`config.mk`:
```
export PLATFORM = sky130hd
export DESIGN_NAME = ab_chan_mapper
export DESIGN_NICKNAME = d
export VERILOG_FILES = /design/src/rtl/ab_map_pkg.sv /design/src/rtl/ab_addr_map.sv /design/src/rtl/ab_tx_slots.sv /design/src/rtl/ab_rx_window.sv /design/src/rtl/ab_chan_mapper.sv
export SDC_FILE = /design/constraint.sdc
export NUM_CORES = 1
export LEC_CHECK = 0
export BUFFER_PORTS_ARGS = -buffer_cell sky130_fd_sc_hd__buf_2
export CAP_MARGIN = 30
export CORE_UTILIZATION = 29
export CTS_BUF_LIST = sky130_fd_sc_hd__clkbuf_2 sky130_fd_sc_hd__clkbuf_4 sky130_fd_sc_hd__clkbuf_8
export DETAILED_ROUTE_END_ITERATION = 12
export SYNTH_ARGS = -nofsm -noshare
export SYNTH_HDL_FRONTEND = slang
export SYNTH_SLANG_ARGS = --single-unit
```
`constraint.sdc`:
```
create_clock -name clk_i -period 2.93 [get_ports clk_i]
set_input_delay 0.293 -clock clk_i [delete_from_list [all_inputs] [get_ports clk_i]]
set_output_delay 0.293 -clock clk_i [all_outputs]
set_load 0.01 [all_outputs]
```
`src/rtl/ab_map_pkg.sv`:
```
package ab_map_pkg;
  localparam int N_CH      = 8;
  localparam int N_TX_SLOT = 2;
  localparam int N_RX_SLOT = 7;
  localparam int N_SLAVE   = 6;
  localparam int TX_IDX_W  = $clog2(N_TX_SLOT);

  typedef struct packed {
    logic       ok;
    logic [2:0] ch;
  } rx_sel_t;

  typedef struct packed {
    logic                ok;
    logic [TX_IDX_W-1:0] slot;
  } tx_own_t;

  // slave channel left out of the window: own one, or S6 for master/listener
  function automatic int excluded_slave(input logic [2:0] a);
    if (a >= 3'd1 && a <= 3'd5) return int'(a);
    return N_SLAVE;
  endfunction

  function automatic rx_sel_t rx_select(input logic [2:0] a, input int slot);
    rx_sel_t r;
    int      s;
    r = '0;
    if (slot < N_SLAVE - 1) begin
      s = slot + 1;
      if (s >= excluded_slave(a)) s = s + 1;
      r.ok = 1'b1;
      r.ch = 3'(s + 1);
    end else if (slot < N_RX_SLOT && a != 3'd0) begin
      r.ok = 1'b1;
      r.ch = 3'(slot - (N_SLAVE - 1));
    end
    return r;
  endfunction

  function automatic logic tx_slot_ok(input logic [2:0] a, input int slot);
    if (a == 3'd0) return slot < N_TX_SLOT;
    if (a <= 3'd6) return slot == 0;
    return 1'b0;
  endfunction

  function automatic tx_own_t tx_owner(input logic [2:0] a, input int ch);
    tx_own_t o;
    o = '0;
    if (a == 3'd0 && ch < N_TX_SLOT) begin
      o.ok   = 1'b1;
      o.slot = TX_IDX_W'(ch);
    end else if (a >= 3'd1 && a <= 3'd6 && ch == int'(a) + 1) begin
      o.ok = 1'b1;
    end
    return o;
  endfunction
endpackage

```
`src/rtl/ab_addr_map.sv`:
```
module ab_addr_map
  import ab_map_pkg::*;
(
  input  logic [2:0]                     addr_i,
  output rx_sel_t [N_RX_SLOT-1:0]        rx_sel_o,
  output tx_own_t [N_CH-1:0]             tx_own_o,
  output logic    [N_TX_SLOT-1:0]        tx_slot_ok_o
);
  for (genvar k = 0; k < N_RX_SLOT; k++) begin : g_rx
    assign rx_sel_o[k] = rx_select(addr_i, k);
  end

  for (genvar c = 0; c < N_CH; c++) begin : g_own
    assign tx_own_o[c] = tx_owner(addr_i, c);
  end

  for (genvar t = 0; t < N_TX_SLOT; t++) begin : g_slot
    assign tx_slot_ok_o[t] = tx_slot_ok(addr_i, t);
  end
endmodule

```
`src/rtl/ab_tx_slots.sv`:
```
module ab_tx_slots
  import ab_map_pkg::*;
#(
  parameter int DATA_W   = 24,
  parameter int SAMPLE_W = 16
) (
  input  logic                                 clk_i,
  input  logic                                 rst_ni,
  input  logic                                 wr_en_i,
  input  logic [TX_IDX_W-1:0]                  wr_slot_i,
  input  logic [DATA_W-1:0]                    wr_data_i,
  input  logic                                 tick_i,
  input  tx_own_t [N_CH-1:0]                   own_i,
  output logic [N_TX_SLOT-1:0][DATA_W-1:0]     slot_q_o,
  output logic [N_CH*SAMPLE_W-1:0]             wire_o
);
  logic [N_TX_SLOT-1:0][DATA_W-1:0] slot_q;
  logic [N_CH-1:0][SAMPLE_W-1:0]    wire_q;

  for (genvar t = 0; t < N_TX_SLOT; t++) begin : g_slot
    always_ff @(posedge clk_i or negedge rst_ni) begin
      if (!rst_ni) slot_q[t] <= '0;
      else if (wr_en_i && wr_slot_i == TX_IDX_W'(t)) slot_q[t] <= wr_data_i;
    end
  end

  // tick reads the pre-edge slot value; a same-clock write goes out next period
  for (genvar c = 0; c < N_CH; c++) begin : g_wire
    always_ff @(posedge clk_i or negedge rst_ni) begin
      if (!rst_ni) wire_q[c] <= '0;
      else if (tick_i) begin
        if (own_i[c].ok) wire_q[c] <= slot_q[own_i[c].slot][DATA_W-1 -: SAMPLE_W];
        else             wire_q[c] <= '0;
      end
    end
    assign wire_o[c*SAMPLE_W +: SAMPLE_W] = wire_q[c];
  end

  assign slot_q_o = slot_q;
endmodule

```
`src/rtl/ab_rx_window.sv`:
```
module ab_rx_window
  import ab_map_pkg::*;
#(
  parameter int DATA_W = 24,
  parameter int STAT_W = 22
) (
  input  logic                             clk_i,
  input  logic                             rst_ni,
  input  logic                             rd_en_i,
  input  logic [3:0]                       rd_addr_i,
  input  rx_sel_t [N_RX_SLOT-1:0]          rx_sel_i,
  input  logic [N_CH*STAT_W-1:0]           rx_word_i,
  input  logic [N_TX_SLOT-1:0][DATA_W-1:0] slot_q_i,
  input  logic [N_TX_SLOT-1:0]             slot_ok_i,
  output logic                             rd_valid_o,
  output logic [DATA_W-1:0]                rd_data_o
);
  rx_sel_t           sel;
  logic [DATA_W-1:0] rd_nxt;

  always_comb begin
    sel    = '0;
    rd_nxt = '0;
    if (!rd_addr_i[3]) begin
      for (int k = 0; k < N_RX_SLOT; k++)
        if (rd_addr_i[2:0] == 3'(k)) sel = rx_sel_i[k];
      if (sel.ok)
        for (int c = 0; c < N_CH; c++)
          if (sel.ch == 3'(c)) rd_nxt[STAT_W-1:0] = rx_word_i[c*STAT_W +: STAT_W];
    end else begin
      for (int t = 0; t < N_TX_SLOT; t++)
        if (rd_addr_i[2:0] == 3'(t) && slot_ok_i[t]) rd_nxt = slot_q_i[t];
    end
  end

  always_ff @(posedge clk_i or negedge rst_ni) begin
    if (!rst_ni) begin
      rd_valid_o <= 1'b0;
      rd_data_o  <= '0;
    end else begin
      rd_valid_o <= rd_en_i;
      if (rd_en_i) rd_data_o <= rd_nxt;
    end
  end
endmodule

```
`src/rtl/ab_chan_mapper.sv`:
```
module ab_chan_mapper
  import ab_map_pkg::*;
#(
  parameter int DATA_W   = 24,
  parameter int SAMPLE_W = 16,
  parameter int STAT_W   = 22
) (
  input  logic                       clk_i,
  input  logic                       rst_ni,
  input  logic [2:0]                 node_addr_i,
  input  logic                       frame_tick_i,
  input  logic                       req_valid_i,
  input  logic                       req_write_i,
  input  logic [3:0]                 req_addr_i,
  input  logic [DATA_W-1:0]          req_wdata_i,
  output logic                       rd_valid_o,
  output logic [DATA_W-1:0]          rd_data_o,
  input  logic [N_CH*STAT_W-1:0]     rx_word_i,
  output logic [N_CH*SAMPLE_W-1:0]   tx_data_o,
  output logic [N_CH-1:0]            tx_drive_o
);
  logic [2:0]                       addr_q;
  rx_sel_t [N_RX_SLOT-1:0]          rx_sel;
  tx_own_t [N_CH-1:0]               tx_own;
  logic [N_TX_SLOT-1:0]             slot_ok;
  logic [N_TX_SLOT-1:0][DATA_W-1:0] slot_q;
  logic                             wr_en;
  logic                             rd_en;
  logic                             wr_slot_hit;

  always_ff @(posedge clk_i or negedge rst_ni) begin
    if (!rst_ni) addr_q <= 3'd7;
    else         addr_q <= node_addr_i;
  end

  ab_addr_map u_map (
    .addr_i       (addr_q),
    .rx_sel_o     (rx_sel),
    .tx_own_o     (tx_own),
    .tx_slot_ok_o (slot_ok)
  );

  always_comb begin
    wr_slot_hit = 1'b0;
    for (int t = 0; t < N_TX_SLOT; t++)
      if (req_addr_i == {1'b1, 3'(t)} && slot_ok[t]) wr_slot_hit = 1'b1;
  end

  assign wr_en = req_valid_i && req_write_i && wr_slot_hit;
  assign rd_en = req_valid_i && !req_write_i;

  ab_tx_slots #(.DATA_W(DATA_W), .SAMPLE_W(SAMPLE_W)) u_tx (
    .clk_i     (clk_i),
    .rst_ni    (rst_ni),
    .wr_en_i   (wr_en),
    .wr_slot_i (req_addr_i[TX_IDX_W-1:0]),
    .wr_data_i (req_wdata_i),
    .tick_i    (frame_tick_i),
    .own_i     (tx_own),
    .slot_q_o  (slot_q),
    .wire_o    (tx_data_o)
  );

  ab_rx_window #(.DATA_W(DATA_W), .STAT_W(STAT_W)) u_rx (
    .clk_i      (clk_i),
    .rst_ni     (rst_ni),
    .rd_en_i    (rd_en),
    .rd_addr_i  (req_addr_i),
    .rx_sel_i   (rx_sel),
    .rx_word_i  (rx_word_i),
    .slot_q_i   (slot_q),
    .slot_ok_i  (slot_ok),
    .rd_valid_o (rd_valid_o),
    .rd_data_o  (rd_data_o)
  );

  for (genvar c = 0; c < N_CH; c++) begin : g_drive
    assign tx_drive_o[c] = tx_own[c].ok;
  end
endmodule

```
== After elaboration in Yosys (flattened, before gate mapping) ==
Cells that the tools add are included.
Widths: inputs -> output; s select.
Storage, ports and cells
  flip-flop bits (word level): 204
  input bits: 212
  output and inout bits: 161
  logic and storage cells: 139
Operators by class
  add/sub/neg operators: 6
  magnitude comparators: 9
  eq/ne operators: 22
  muxes and demuxes: 63
  bitwise logic cells: 1
  reduce and logical (&&, ||, !) cells: 25
Operator list (number)
  $mux 22: 10
  $eq 4x32->1 const A: 4
  $mux 16: 8
  $mux 24: 4
  $eq 3x32->1 const A: 2
  $ge 4x32->1 const A: 2
  $mux 4: 10
  $eq 2x32->1 const A: 1
  $logic_not 32->1: 1
  $mux 1: 25
  $eq 3x3->1 const B: 7
  $logic_and 1x1->1: 19
  $eq 3x2->1 const B: 4
  $add 3x1->3 const B: 3
  $logic_not 3->1: 3
  $mux 3: 3
  $eq 4x4->1 const B: 2
  $add 2x1->3 const B: 2
  $eq 3x1->1 const B: 2
  $ge 2x3->1 const A: 2
  $le 3x3->1 const B: 2
  $mux 2: 3
  $add 3x1->4 const B: 1
  $ge 1x3->1 const A: 1
  other kinds (5): 5

== Depth between registers and ports, before layout ==
Gate-level depths: netlist of the first run.
  depth in word-level cells: 26
  mapped depth: 11
  depth with buffers taken out: 8

== Cells and area by module ==
A second synthesis of the first run with hierarchy kept.
Second synthesis, totals
  cells, all modules: 1188
  area total of the unflattened synthesis: 12009.0 µm²
Modules (own cells, without submodules)
  ab_tx_slots: instances 1, cells an instance 694, area an instance 8136.6 µm², sequential area each 4404.2 µm²
  ab_rx_window: instances 1, cells an instance 432, area an instance 3389.5 µm², sequential area each 625.6 µm²
  ab_addr_map: instances 1, cells an instance 55, area an instance 369.1 µm², sequential area each 0.0 µm²
  ab_chan_mapper: instances 1, cells an instance 7, area an instance 113.9 µm², sequential area each 78.8 µm²

== Least setup slack after synthesis of the first run ==
Ideal clock, no wire load.
  path kind: register to register
  start: register addr_q[0]
  end: register u_rx.rd_data_o[5]
  library setup time: 0.126 ns
  arrival: 2.119 ns
  data required time: 2.804 ns
  setup slack: 0.685 ns
  cell stages (with the launch flop): 10
  path buffers: 3
  period minus slack after synthesis: 2.245 ns
  cell sequence: dfstp_2 > buf_2 > buf_2 > nor2_1 > a221oi_1 > a21oi_1 > clkbuf_1 > a222oi_1 > a21oi_1 > a221o_1
Between the ends
  cells in the longest elaborated chain, start to end: 26
  elaborated cells on any way between the ends: 65
  classes of those cells: add/sub (5); order compare (8); eq/ne (7); mux (39); reduce/logical (6)
Ends and longest elaborated chain
  from (decl): line ab_chan_mapper.sv:22  | logic [2:0] addr_q;
  from (signal assigned): line ab_chan_mapper.sv:33  | else addr_q <= node_addr_i;
  parallel branches: the longest is 25 deep, another holds $ge 4x32->1
  $mux 22 *: line ab_rx_window.sv:24  | if (!rd_addr_i[3]) begin
  to (signal assigned): line ab_rx_window.sv:42  | if (rd_en_i) rd_data_o <= rd_nxt;
  to (decl): line ab_rx_window.sv:16  | output logic [DATA_W-1:0] rd_data_o
Every way passes the cells marked *. The select of a mux whose other input is x is not followed.
A chain may end at the register's enable or synchronous reset.

== Worst setup path after layout of the first run ==
  start: register addr_q[2]
  end: register u_rx.rd_data_o[18]
The elaborated chain is that of the path after synthesis.

==> results.sh, run 1 <==
export IMPL_synth_edff_count=0
export IMPL_vias=8944
export IMPL_setup_tns_ns=0
export IMPL_max_slew_margin_rel=0.329
export IMPL_syn_num_nets=1118
export IMPL_post_cts_repair_setup_buffers=0
export IMPL_yosys_top_cells_count="201 x dfrtp_1, 136 x inv_1, 112 x o22ai_1"
export IMPL_power_density_nw_per_um2=556
export IMPL_final_hold_viol_count=0
export IMPL_fmax_mhz=366
export IMPL_max_cap_violations=0
export IMPL_clk_pin_slew_ns=0.06
export IMPL_leakagePower_uw=0.00616
export IMPL_dieArea_sq_um=32800
export IMPL_crit_buf_inv=1
export IMPL_synthArstFlopShare=1.00
export IMPL_grt_ovfl_total=0
export IMPL_nFillCells=3221
export IMPL_required_ns=3.35
export IMPL_yosysMostFrequentCell="dfrtp_1"
export IMPL_grt_max_degree=110
export IMPL_globalplace_congestion=0.955
export IMPL_dr_pass1_iters=6
export IMPL_drtIter0Drc=624
export IMPL_min_period_over_period=0.933
export IMPL_ys_types=46
export IMPL_layout_cells_non_filler=1721
export IMPL_crit_slowest_cell="dfstp_2"
export IMPL_cp_end_kind="flip-flop"
export IMPL_die_h_um=181
export IMPL_arrival_ns=3.15
export IMPL_clock_latency_ns=0.54
export IMPL_grt_pass1_wl_mm=53.7
export IMPL_cts_max_level=2
export IMPL_grt_pass1_vias=8674
export IMPL_synth_top_area_frac=0.541
export IMPL_io_buffer_count=372
export IMPL_max_stage_delay_ns=0.71
export IMPL_ys_ff_latch=204
export IMPL_drive_gt1_frac=0.403
export IMPL_post_cts_resized_instances=0
export IMPL_dp_cells=1630
export IMPL_crit_path_cell_trace="nor4b_1 -> o21a_1 -> buf_4 -> a221o_1 -> a221oi_1 -> o21a_1 -> o21ai_1"
export IMPL_critPathMaxFanout=19
export IMPL_syn_inst=906
export IMPL_status="finished clean"
export IMPL_cts_root_buffer="clkbuf_8"
export IMPL_antenna_found_initial=3
export IMPL_cts_buffers_inserted=38
export IMPL_worst_pin_slew_ns=1.01
export IMPL_cts_sinks=204
export IMPL_post_route_min_period_ns=2.73
export IMPL_synth_area_leaders="dfrtp_1 54%, o22ai_1 7.5%, mux2_2 5.8%"
export IMPL_critPathTopFamily="compound AO/OA/AOI/OAI gates"
export IMPL_cts_tree="yes"
export IMPL_place_hpwl_mm=26.6
export IMPL_rsz0062_at_grt="no"
export IMPL_via_per_inst=5.20
export IMPL_avgRoutedWirePerCell_um=21.2
export IMPL_netlist_area_sq_um=9310
export IMPL_start_util=0.295
export IMPL_num_nets_final=1502
export IMPL_ios=373
export IMPL_hold_path_class="in2reg"
export IMPL_synthFlopType="dfrtp_1"
export IMPL_synth_area_per_cell_sq_um=10.3
export IMPL_clock_path_buffers=3
export IMPL_grt_total_usage=0.214
export IMPL_die_w_um=181
export IMPL_path_class="reg2reg"
export IMPL_yosys_area_top_type="dfrtp_1"
export IMPL_yosys_warnings=0
export IMPL_fin_skew_ns=0.0262
export IMPL_postRouteAntennaNets=0
export IMPL_wirelength_mm=36.5
export IMPL_slew_violations=0
export IMPL_setup_violations=0
export IMPL_crit_top_cell="o21a_1"
export IMPL_ys_seq_area_frac=0.549
export IMPL_start_kind="flip-flop"
export IMPL_drc=0
export IMPL_placementRows=65
export IMPL_irDropWorstVdd_uv=360
export IMPL_syn2layout_area_growth_pct=35.5
export IMPL_coreArea_sq_um=31600
==> layout make-up <==
class                      count  area (sq um)  share of cell area
antenna                        2          5.00            0.000397
multi-input combinational    488          3360               0.267
clock buffer                  59           718              0.0570
timing repair buffer         421          2340               0.185
clock inverter                 8          58.8             0.00466
inverter                     137           514              0.0408
tap                          402           503              0.0399
sequential                   204          5110               0.405
==> power by group <==
group | leakage, uW | switching, uW | internal (uW)
combinational | 0.00296 | 601 | 457
clock | 0.000421 | 1210 | 1570
sequential | 0.00278 | 156 | 3010
==> worst paths after layout <==
kind                       cells after the start  slack (ns)                  to               start
min in group asynchronous                      2        0.33     u_tx.wire_o[44]              rst_ni
max                                            7        0.20  u_rx.rd_data_o[18]           addr_q[2]
max in group asynchronous                      3        1.72     u_tx.wire_o[28]              rst_ni
min reg2reg                                    2        0.50  u_rx.rd_data_o[21]  u_rx.rd_data_o[21]
min                                            2        0.04    u_tx.slot_q_o[9]      req_wdata_i[9]
max reg2reg                                    7        0.20  u_rx.rd_data_o[18]           addr_q[2]
==> layout by cell type, fill, tap and decap left out, types with 17 or more instances in the layout <==
| cell type | instances |
|---|---|
| dlygate4sd3_1 | 22 |
| o21a_1 | 19 |
| or3_1 | 19 |
| nor2_1 | 40 |
| dfrtp_1 | 201 |
| a221oi_1 | 38 |
| inv_1 | 136 |
| clkbuf_8 | 44 |
| o21ai_1 | 17 |
| a221o_1 | 27 |
| o21ai_0 | 40 |
| buf_4 | 24 |
| o22ai_1 | 112 |
| nand2_1 | 26 |
| a22oi_1 | 19 |
| mux2_2 | 48 |
| buf_2 | 370 |
| nand3_1 | 18 |
| a21oi_1 | 23 |
==> worst register-to-register path: cells and delay by family (launching register included) <==
| family | cells | cell delay [ns] |
|---|---|---|
| compound gates | 5 | 1.49 |
| buf+inv | 1 | 0.33 |
| flops | 1 | 0.71 |
| simple gates | 1 | 0.10 |
==> cell families (layout without fill, tap and decap cells) <==
| family | after synthesis | in the layout | synth area share |
|---|---|---|---|
| buffers and inverters | 214 | 625 | 0.0924 |
| multiplexers | 48 | 48 | 0.0581 |
| flip-flops | 204 | 204 | 0.549 |
| AO/OA/AOI/OAI | 316 | 316 | 0.235 |
| XOR/XNOR | 1 | 1 | 0.000941 |
| AND/OR/NAND/NOR | 122 | 122 | 0.0639 |
| adder cells (fa/ha/maj) | 1 | 1 | 0.00108 |
| other | 0 | 2 | 0 |
==> metrics by stage <==
step,utilization,hold slack (ns),worst slack [ns],total power (uW),instance area [sq um]
global placement,0.368,0.331,0.259,4230,11600
detailed placement,0.368,0.334,0.244,4240,11600
global route,0.400,0.0111,0.130,7330,12600
CTS,0.399,0.00784,0.239,7110,12600
finish,0.400,0.0429,0.196,7010,12600
floorplan,-,-0.00259,0.685,3670,9310
==> registers in the layout (all words and copies together) (netlist names) <==
register,flops
u_tx.wire_o,128
addr_q,3
u_rx.rd_data_o,24
u_rx.rd_valid_o,1
u_tx.slot_q_o,48
==> metal layers <==
| metal | GRT usage | share of wire | routed length [um] |
|---|---|---|---|
| met4 | 0.0614 | 0.029 | 1050 |
| met2 | 0.341 | 0.47 | 17100 |
| met3 | 0.0450 | 0.069 | 2510 |
| met5 | 0 | 0.00036 | 13 |
| met1 | 0.291 | 0.43 | 15800 |
==> what timing repair did <==
action / CTS / global route
endpoints found under the hold margin: 107 / 0
endpoints found under the setup margin: 0 / 0
hold buffers: 22 / 0
No activity file was read; power rests on OpenSTA's default activity.
==> inputs of run 2 (changes only) <==
--- a/constraint.sdc
+++ b/constraint.sdc
@@ -3,2 +3,2 @@
 set_output_delay 0.293 -clock clk_i [all_outputs]
-set_load 0.01 [all_outputs]
+set_load 0.05 [all_outputs]
==> results.sh, run 2 (synthesized netlist as in run 1, its figures left out) <==
export IMPL_status="finished clean"
export IMPL_start_util=0.295
export IMPL_critPathMaxFanout=18
export IMPL_place_hpwl_mm=27.2
export IMPL_hold_path_class="in2reg"
export IMPL_dr_pass1_iters=5
export IMPL_cp_end_kind="flip-flop"
export IMPL_postRouteAntennaNets=0
export IMPL_fin_skew_ns=0.0289
export IMPL_cts_max_level=2
export IMPL_min_period_over_period=0.906
export IMPL_p_sw_uw=2290
export IMPL_clock_latency_ns=0.52
export IMPL_grt_ovfl_total=0
export IMPL_cts_sinks=204
export IMPL_drive_gt1_frac=0.405
export IMPL_drc=0
export IMPL_die_h_um=181
export IMPL_cts_root_buffer="clkbuf_8"
export IMPL_io_buffer_count=372
export IMPL_wirelength_mm=37.0
export IMPL_crit_path_cell_trace="buf_4 -> nor4b_1 -> o21a_1 -> a221o_1 -> a221oi_1 -> o21a_1 -> o21ai_1"
export IMPL_vias=8892
export IMPL_fmax_mhz=377
export IMPL_nFillCells=3203
export IMPL_p_seq_frac=0.429
export IMPL_largest_reg_flops=128
export IMPL_ios=373
export IMPL_grt_pass1_wl_mm=54.5
export IMPL_grt_pass1_vias=8656
export IMPL_dieArea_sq_um=32800
export IMPL_irDropWorstVdd_uv=259
export IMPL_final_common_cell="buf_2"
export IMPL_drtIter0Drc=565
export IMPL_arrival_ns=3.05
export IMPL_path_class="reg2reg"
export IMPL_p_int_uw=5050
export IMPL_crit_top_cell="o21a_1"
export IMPL_setup_violations=0
export IMPL_start_kind="flip-flop"
export IMPL_dp_cells=1633
export IMPL_grt_total_usage=0.218
export IMPL_final_hold_viol_count=0
export IMPL_slew_violations=0
export IMPL_max_cap_violations=0
export IMPL_die_w_um=181
export IMPL_globalplace_congestion=0.927
export IMPL_power_density_nw_per_um2=584
export IMPL_rsz0062_at_grt="no"
export IMPL_worst_pin_slew_ns=0.906
export IMPL_grt_max_degree=110
export IMPL_cts_buffers_inserted=36
export IMPL_cts_tree="yes"
export IMPL_crit_slowest_cell="a221o_1"
export IMPL_layout_cells_non_filler=1716
export IMPL_max_stage_delay_ns=0.58
export IMPL_power_total_uw=7340
export IMPL_p_comb_frac=0.192
export IMPL_syn2layout_area_growth_pct=35.1
export IMPL_via_per_inst=5.18
export IMPL_setup_tns_ns=0
export IMPL_post_cts_repair_setup_buffers=0
export IMPL_post_route_min_period_ns=2.65
export IMPL_critPathTopFamily="compound AO/OA/AOI/OAI gates"
export IMPL_layout_common_cells="370 x buf_2, 201 x dfrtp_1, 136 x inv_1"
export IMPL_placementRows=65
export IMPL_max_slew_margin_rel=0.396
export IMPL_leakagePower_uw=0.00614
export IMPL_p_clk_frac=0.379
export IMPL_avgRoutedWirePerCell_um=21.6
export IMPL_crit_buf_inv=1
export IMPL_p_sw_frac=0.312
export IMPL_antenna_found_initial=6
export IMPL_coreArea_sq_um=31600
export IMPL_num_nets_final=1496
export IMPL_clk_pin_slew_ns=0.06
export IMPL_clock_path_buffers=3
export IMPL_required_ns=3.33
-- run 2: cell count changes in the layout (fill, tap and decap cells not counted), sizes merged --
cell         before  now
buf             399  402
bufinv            0    1
clkbuf           59   55
diode             2    5
dlygate4sd3      22   15
inv             139  138
-- run 2: what timing repair did --
action	in CTS	in global routing
endpoints found under the hold margin	121	0
resized for setup	0	0
hold buffers	15	0
setup endpoints to repair	0	0
-- run 2: layout make-up --
cell class / count / area (sq um) / area share
sequential: 204 / 5110 / 0.407
multi-input combinational: 488 / 3360 / 0.268
timing repair buffer: 417 / 2310 / 0.184
clock buffer: 55 / 688 / 0.0548
inverter: 137 / 514 / 0.0409
tap: 402 / 503 / 0.0400
clock inverter: 8 / 68.8 / 0.00548
antenna: 5 / 12.5 / 0.000996
-- run 2: metrics by stage --
stage | setup WS (ns) | instance area, sq um | hold WS, ns | util
after CTS | 0.304 | 12600 | 0.00483 | 0.398
after global placement | 0.294 | 11600 | 0.400 | 0.369
after global routing | 0.181 | 12600 | 0.0164 | 0.398
after floorplan | 0.640 | 9310 | -0.00259 | -
final | 0.275 | 12600 | 0.0416 | 0.398
after detailed placement | 0.320 | 11600 | 0.401 | 0.369
-- run 2: path summary, 6_finish.rpt --
| kind | to | cells past startpoint | start | slack [ns] |
|---|---|---|---|---|
| min in group asynchronous | u_tx.wire_o[105] | 2 | rst_ni | 0.40 |
| worst min register to register | u_rx.rd_data_o[18] | 2 | u_rx.rd_data_o[18] | 0.49 |
| worst min-delay path | u_tx.slot_q_o[17] | 2 | req_wdata_i[17] | 0.04 |
| worst max register to register | u_rx.rd_data_o[10] | 7 | addr_q[2] | 0.28 |
| max in group asynchronous | u_tx.slot_q_o[21] | 3 | rst_ni | 1.69 |
| worst max-delay path | u_rx.rd_data_o[10] | 7 | addr_q[2] | 0.28 |
-- run 2: per-layer routing --
layer	global-route usage	wire length, um	up-vias
li1	-	-	4037
met1	0.294	16100	4455
met2	0.349	17700	342
met3	0.0506	2370	56
met4	0.0559	818	2
met5	0	13	-
-- run 2: power groups by stage --
stage / sequential (uW) / clock (uW) / combinational [uW]
after global placement: 3200 / 0 / 1380
after global routing: 3170 / 2990 / 1500
after floorplan: 3510 / 0 / 488
after detailed placement: 3200 / 0 / 1390
final: 3150 / 2780 / 1410
after CTS: 3150 / 2860 / 1410
